--- src/rtl/dci_pkg.sv ---
package dci_pkg;

    typedef enum logic [1:0] {
        C_IDLE  = 2'd0,
        C_GRANT = 2'd1,
        C_WAIT  = 2'd2
    } ctrl_st_t;

    typedef enum logic {
        S_IDLE = 1'b0,
        S_OWN  = 1'b1
    } stage_st_t;

endpackage

--- src/rtl/dci_ctrl.sv ---
module dci_ctrl
    import dci_pkg::*;
(
    input  logic clk,
    input  logic rst_n,
    input  logic req_line,
    input  logic busy_line,
    output logic grant
);

    ctrl_st_t state_q;
    ctrl_st_t state_d;

    always_ff @(posedge clk or negedge rst_n) begin
        if (!rst_n) begin
            state_q <= C_IDLE;
        end else begin
            state_q <= state_d;
        end
    end

    always_comb begin
        state_d = state_q;
        unique case (state_q)
            C_IDLE: begin
                if (req_line && !busy_line) begin
                    state_d = C_GRANT;
                end
            end
            C_GRANT: begin
                if (busy_line) begin
                    state_d = C_WAIT;
                end else if (!req_line) begin
                    state_d = C_IDLE;
                end
            end
            C_WAIT: begin
                if (!busy_line) begin
                    state_d = C_IDLE;
                end
            end
            default: state_d = C_IDLE;
        endcase
    end

    // Grant is offered only in C_GRANT and only while the bus is free.
    always_comb begin
        grant = 1'b0;
        unique case (state_q)
            C_GRANT: grant = !busy_line;
            C_IDLE,
            C_WAIT:  grant = 1'b0;
            default: grant = 1'b0;
        endcase
    end

    AST_GRANT_AFTER_REQ: assert property (@(posedge clk) disable iff (!rst_n)
        (state_q == C_IDLE && req_line && !busy_line) |=> (state_q == C_GRANT));

    AST_WAIT_THEN_IDLE: assert property (@(posedge clk) disable iff (!rst_n)
        (state_q == C_WAIT) |=> (state_q != C_GRANT));

endmodule

--- src/rtl/dci_stage.sv ---
module dci_stage
    import dci_pkg::*;
#(
    parameter int               VEC_W  = 8,
    parameter logic [VEC_W-1:0] VECTOR = '0
) (
    input  logic             clk,
    input  logic             rst_n,
    input  logic             grant_in,
    input  logic             req_i,
    input  logic             done_i,
    input  logic             cut_i,
    output logic             grant_out,
    output logic             pend_o,
    output logic             own_o,
    output logic [VEC_W-1:0] vec_o
);

    stage_st_t st_q;
    stage_st_t st_d;

    always_ff @(posedge clk or negedge rst_n) begin
        if (!rst_n) begin
            st_q <= S_IDLE;
        end else begin
            st_q <= st_d;
        end
    end

    always_comb begin
        st_d = st_q;
        unique case (st_q)
            S_IDLE: if (grant_in && req_i) st_d = S_OWN;
            S_OWN:  if (done_i)            st_d = S_IDLE;
            default: st_d = S_IDLE;
        endcase
    end

    always_comb begin
        grant_out = 1'b0;
        pend_o    = 1'b0;
        own_o     = 1'b0;
        vec_o     = '0;
        unique case (st_q)
            S_IDLE: begin
                grant_out = grant_in && !req_i && !cut_i;
                pend_o    = req_i;
            end
            S_OWN: begin
                own_o = 1'b1;
                vec_o = VECTOR;
            end
            default: ;
        endcase
    end

    AST_TAKE_ON_GRANT: assert property (@(posedge clk) disable iff (!rst_n)
        $rose(own_o) |-> $past(grant_in && req_i));

    AST_HOLD_TILL_DONE: assert property (@(posedge clk) disable iff (!rst_n)
        (own_o && !done_i) |=> own_o);

endmodule

--- src/rtl/dci_vec_or.sv ---
module dci_vec_or #(
    parameter int N_SRC = 4,
    parameter int W     = 8
) (
    input  logic [N_SRC*W-1:0] src,
    output logic [W-1:0]       merged
);

    always_comb begin
        merged = '0;
        for (int i = 0; i < N_SRC; i++) begin
            merged = merged | src[i*W +: W];
        end
    end

endmodule

--- src/rtl/dci_arbiter.sv ---
module dci_arbiter #(
    parameter int                     N_DEV   = 4,
    parameter int                     VEC_W   = 8,
    parameter logic [N_DEV*VEC_W-1:0] VECTORS = {8'hD3, 8'hC2, 8'hB1, 8'hA0}
) (
    input  logic             clk,
    input  logic             rst_n,
    input  logic [N_DEV-1:0] dev_req,
    input  logic [N_DEV-1:0] dev_done,
    input  logic [N_DEV-1:0] link_cut,
    output logic             bus_req,
    output logic             bus_grant,
    output logic             bus_busy,
    output logic [N_DEV-1:0] owner,
    output logic [VEC_W-1:0] data_bus
);

    localparam int VEC_BITS = N_DEV * VEC_W;

    logic [N_DEV:0]     chain;
    logic [N_DEV-1:0]   pend;
    logic [VEC_BITS-1:0] vec_all;

    dci_ctrl u_ctrl (
        .clk       (clk),
        .rst_n     (rst_n),
        .req_line  (bus_req),
        .busy_line (bus_busy),
        .grant     (chain[0])
    );

    for (genvar g = 0; g < N_DEV; g++) begin : g_stage
        dci_stage #(
            .VEC_W  (VEC_W),
            .VECTOR (VECTORS[g*VEC_W +: VEC_W])
        ) u_stage (
            .clk       (clk),
            .rst_n     (rst_n),
            .grant_in  (chain[g]),
            .req_i     (dev_req[g]),
            .done_i    (dev_done[g]),
            .cut_i     (link_cut[g]),
            .grant_out (chain[g+1]),
            .pend_o    (pend[g]),
            .own_o     (owner[g]),
            .vec_o     (vec_all[g*VEC_W +: VEC_W])
        );
    end

    dci_vec_or #(
        .N_SRC (N_DEV),
        .W     (VEC_W)
    ) u_vec_or (
        .src    (vec_all),
        .merged (data_bus)
    );

    logic unused_tail;
    assign unused_tail = chain[N_DEV];

    assign bus_req   = |pend;
    assign bus_busy  = |owner;
    assign bus_grant = chain[0];

    AST_ONE_OWNER: assert property (@(posedge clk) disable iff (!rst_n)
        $onehot0(owner));

    AST_IDLE_DATA_ZERO: assert property (@(posedge clk) disable iff (!rst_n)
        !bus_busy |-> (data_bus == '0));

endmodule

--- config.mk ---
export PLATFORM = sky130hd
export DESIGN_NAME = dci_arbiter
export DESIGN_NICKNAME = d
export VERILOG_FILES = /design/src/rtl/dci_pkg.sv /design/src/rtl/dci_ctrl.sv /design/src/rtl/dci_stage.sv /design/src/rtl/dci_vec_or.sv /design/src/rtl/dci_arbiter.sv
export SDC_FILE = /design/constraint.sdc
export NUM_CORES = 1
export LEC_CHECK = 0
export BUFFER_PORTS_ARGS = -buffer_cell sky130_fd_sc_hd__buf_2
export CAP_MARGIN = 20
export CORE_AREA = 2 2 39 41
export CTS_CLUSTER_DIAMETER = 100
export DETAILED_ROUTE_END_ITERATION = 8
export DIE_AREA = 0 0 41 43
export SETUP_SLACK_MARGIN = 0.5
export SYNTH_ARGS = -nofsm -noshare
export SYNTH_HDL_FRONTEND = slang
export SYNTH_SLANG_ARGS = --single-unit
--- constraint.sdc ---
create_clock -name clk -period 1.99 [get_ports clk]
set_input_delay 0.2985 -clock clk [delete_from_list [all_inputs] [get_ports clk]]
set_output_delay 0.2985 -clock clk [all_outputs]
set_load 0.005 [all_outputs]
==> run summary <==
RSZ-0062 raised after global routing = yes
Core ar. = 0.001384 mm²
Cell Area, Placed = 499.2 µm²
PD cells = 1004 mW/mm²
Logic pwr share = 0.509
CTS Buffer Depth = 2
Drt wl/cell = 12.14 µm
Clk_lat worst skew = 0.24 ns
Diodes inserted = 0
Final Hold Viols = 0
I/O pins = 29
Initial antenna violation count = 0
Layer with the highest usage = met2
Synth warn = 0
Port bufs = 25
P_leak = 0.0003125 µW
Filler instances = 145
First-pass GRT wire length = 1428 µm
Number of max-cap violations = 0
CP startpoint kind = flop
WP data required = 1.69 ns
Initial drt markers = 1
Internal = 387.4 µW
Fin crit share = 0.8982
Max-slew violation count = 0
Met3 Usage GRT = 0.04712
Setup tns final = 0 ns
Residual DRC count = 0
CTS sink count = 6
Slowest CP cell = or4_4
Cell-by-cell trace of the critical path = or4_4, buf_6, nor2_2, buf_2
Share of cells above drive strength 1 = 0.5882
Flop pwr share = 0.293
Crit path depth = 4
Multi-input gate area = 197.7 µm²
HP Class = in2reg
Design Area, Final = 580.6 µm²
Share of the yosys chip area belonging to registers = 0.3681
Fmax = 559.5 MHz
H-tree depth = 1
Max VDD drop = 0.4635 mV
CTS buffer count = 3
Critical path type = reg2out
Worst r2r src = g_stage[3].u_stage.st_q$_DFF_PN0_
Tmin final = 1.787 ns
Overall routed net length = 1020 µm
Cell row count = 14
Die width = 41 µm
Met2 GRT Util = 0.1656
HP Start = dev_done[0]
Mapped Avg Cell Area = 9.486 µm²
Register area = 150.1 µm²
DR pass1 iterations = 2
Maximum fanout along the worst path = 5
Vias = 390
Synth Register Bits = 6
Layout net count = 84
Switching Fraction = 0.3351
Final HPWL DP = 758.7 µm
Setup Skew = 0.001511 ns
WP data arrival = 1.49 ns
Outcome = finished, final reports clean
Post-Syn Area = 407.9 µm²
Initial core utilization = 0.2948
Synth cell types = 18
Commonest non-fill, non-tap cell in the layout = buf_2
Number of global-route vias before repair = 343
Critical path's largest stage delay = 0.55 ns
Die area = 0.001763 mm²
Reg clk slew, reported paths = 0.05 ns
Synth Instances = 43
Residual overflow from global routing = 0
DIE HEIGHT = 43 µm
WP buf/inv = 2
Met1 usage = 0.1574
Reg2Reg Depth = 3
Most frequent cells in the layout = buf_2, dfrtp_1, nand2b_1
Hold Path Stages = 2
Growth of design area from synthesis to finish = 42.33%
Clock Power Share = 0.198
DRT antenna net count = 0
R2R setup slack = 0.30 ns
R2R Path End = g_stage[3].u_stage.st_q$_DFF_PN0_
GP Congestion = 0.6259
Global-route usage over all layers = 0.1232
Psw = 195.3 µW
Vias per cell = 4.643
CTS Root Cell = clkbuf_4
Critical Path End Type = output port
Pin count of the biggest net entering global routing = 7
CTS tree = yes
Top Family by Delay on Critical Path = simple AND/OR/NAND/NOR gates
Hold endpoint = g_stage[0].u_stage.st_q$_DFF_PN0_
Final Setup Violations = 0
-- repair_timing --
action / CTS / global route
pin swaps: 4 / 4
setup endpoints to repair: 7 / 9
gates resized for setup: 2 / 4
setup buffers: 3 / 0
hold endpoints to repair: 6 / 0
hold buffers: 1 / 0
-- power groups by stage --
stage / registers [µW] / clock network [µW] / logic, µW
2_1_floorplan: 170 / 0 / 160
5_1_grt: 174 / 124 / 326
4_1_cts: 169 / 121 / 284
6_report: 170 / 115 / 297
3_5_place_dp: 176 / 0 / 239
3_3_place_gp: 175 / 0 / 238
-- worst register-to-register path, delay by kind of cell (launching register included) --
| family | cells | cell delay (ns) |
|---|---|---|
| AOI/OAI and AO/OA | 1 | 0.11 |
| DFF | 1 | 0.38 |
| and+or+nand+nor | 2 | 1.12 |
-- cells in the mapped netlist --
cell / n / area [µm²]
nand2b_1: 6 / 37.54
dfrtp_1: 6 / 150.1
inv_1: 4 / 15.01
or4bb_1: 1 / 11.26
nor3b_1: 1 / 7.510
conb_1: 1 / 3.750
or2_2: 1 / 6.260
o22ai_2: 3 / 37.54
or4_4: 1 / 11.26
nor2_1: 1 / 3.750
nand4_1: 1 / 6.260
or4_1: 3 / 22.52
nand2_1: 2 / 7.510
nor4_1: 1 / 6.260
a21boi_0: 1 / 7.510
buf_2: 1 / 5.000
o32ai_1: 1 / 8.760
buf_4: 8 / 60.06
-- registers in the layout, summed over array words and instances (netlist names) --
register              cells
u_ctrl.state_q            2
g_stage.u_stage.st_q      4
-- metal layers --
layer  part of all wire  vias to the layer above
met4                  0                        0
met5                  0                        -
met2               0.46                       20
met3              0.087                        0
met1               0.45                      176
li1                   -                      194
-- layout make-up --
type	count	share of cell area
Multi-Input combinational cell	25	0.3405
Timing Repair Buffer	30	0.3017
Sequential cell	6	0.2586
Clock buffer	3	0.03879
Tap cell	16	0.03448
Inverter	4	0.02586
-- worst max-delay path by stage --
stage	to	slack, ns	from
6_report	bus_grant	0.20	g_stage[3].u_stage.st_q$_DFF_PN0_
2_1_floorplan	g_stage[2].u_stage.st_q$_DFF_PN0_	0.25	g_stage[2].u_stage.st_q$_DFF_PN0_
5_1_grt	bus_grant	0.16	g_stage[3].u_stage.st_q$_DFF_PN0_
3_5_place_dp	g_stage[3].u_stage.st_q$_DFF_PN0_	0.28	g_stage[2].u_stage.st_q$_DFF_PN0_
4_1_cts	bus_grant	0.19	g_stage[0].u_stage.st_q$_DFF_PN0_
3_3_place_gp	g_stage[3].u_stage.st_q$_DFF_PN0_	0.29	g_stage[3].u_stage.st_q$_DFF_PN0_
-- kinds of logic (layout without fill, tap and decap cells) --
| logic type | after synthesis | after routing | synth area share |
|---|---|---|---|
| AND/OR/NAND/NOR | 18 | 18 | 0.2945 |
| buffers and inverters | 13 | 37 | 0.1963 |
| flip-flops | 6 | 6 | 0.3681 |
| AO/OA/AOI/OAI | 5 | 5 | 0.1319 |
| other | 1 | 2 | 0.009194 |
-- per-stage QoR --
stage	worst slack [ns]	std cells	util	power, µW	hold slack [ns]
2_1_floorplan	0.2513	44	-	330.8	0.002909
3_3_place_gp	0.2936	77	0.3608	412.6	0.1324
3_5_place_dp	0.2807	77	0.3608	414.7	0.1331
4_1_cts	0.1943	84	0.4060	574.8	0.2230
5_1_grt	0.1573	84	0.4195	624.7	0.2360
6_report	0.2025	84	0.4195	582.6	0.2342
(Power assumes the default switching activity.)
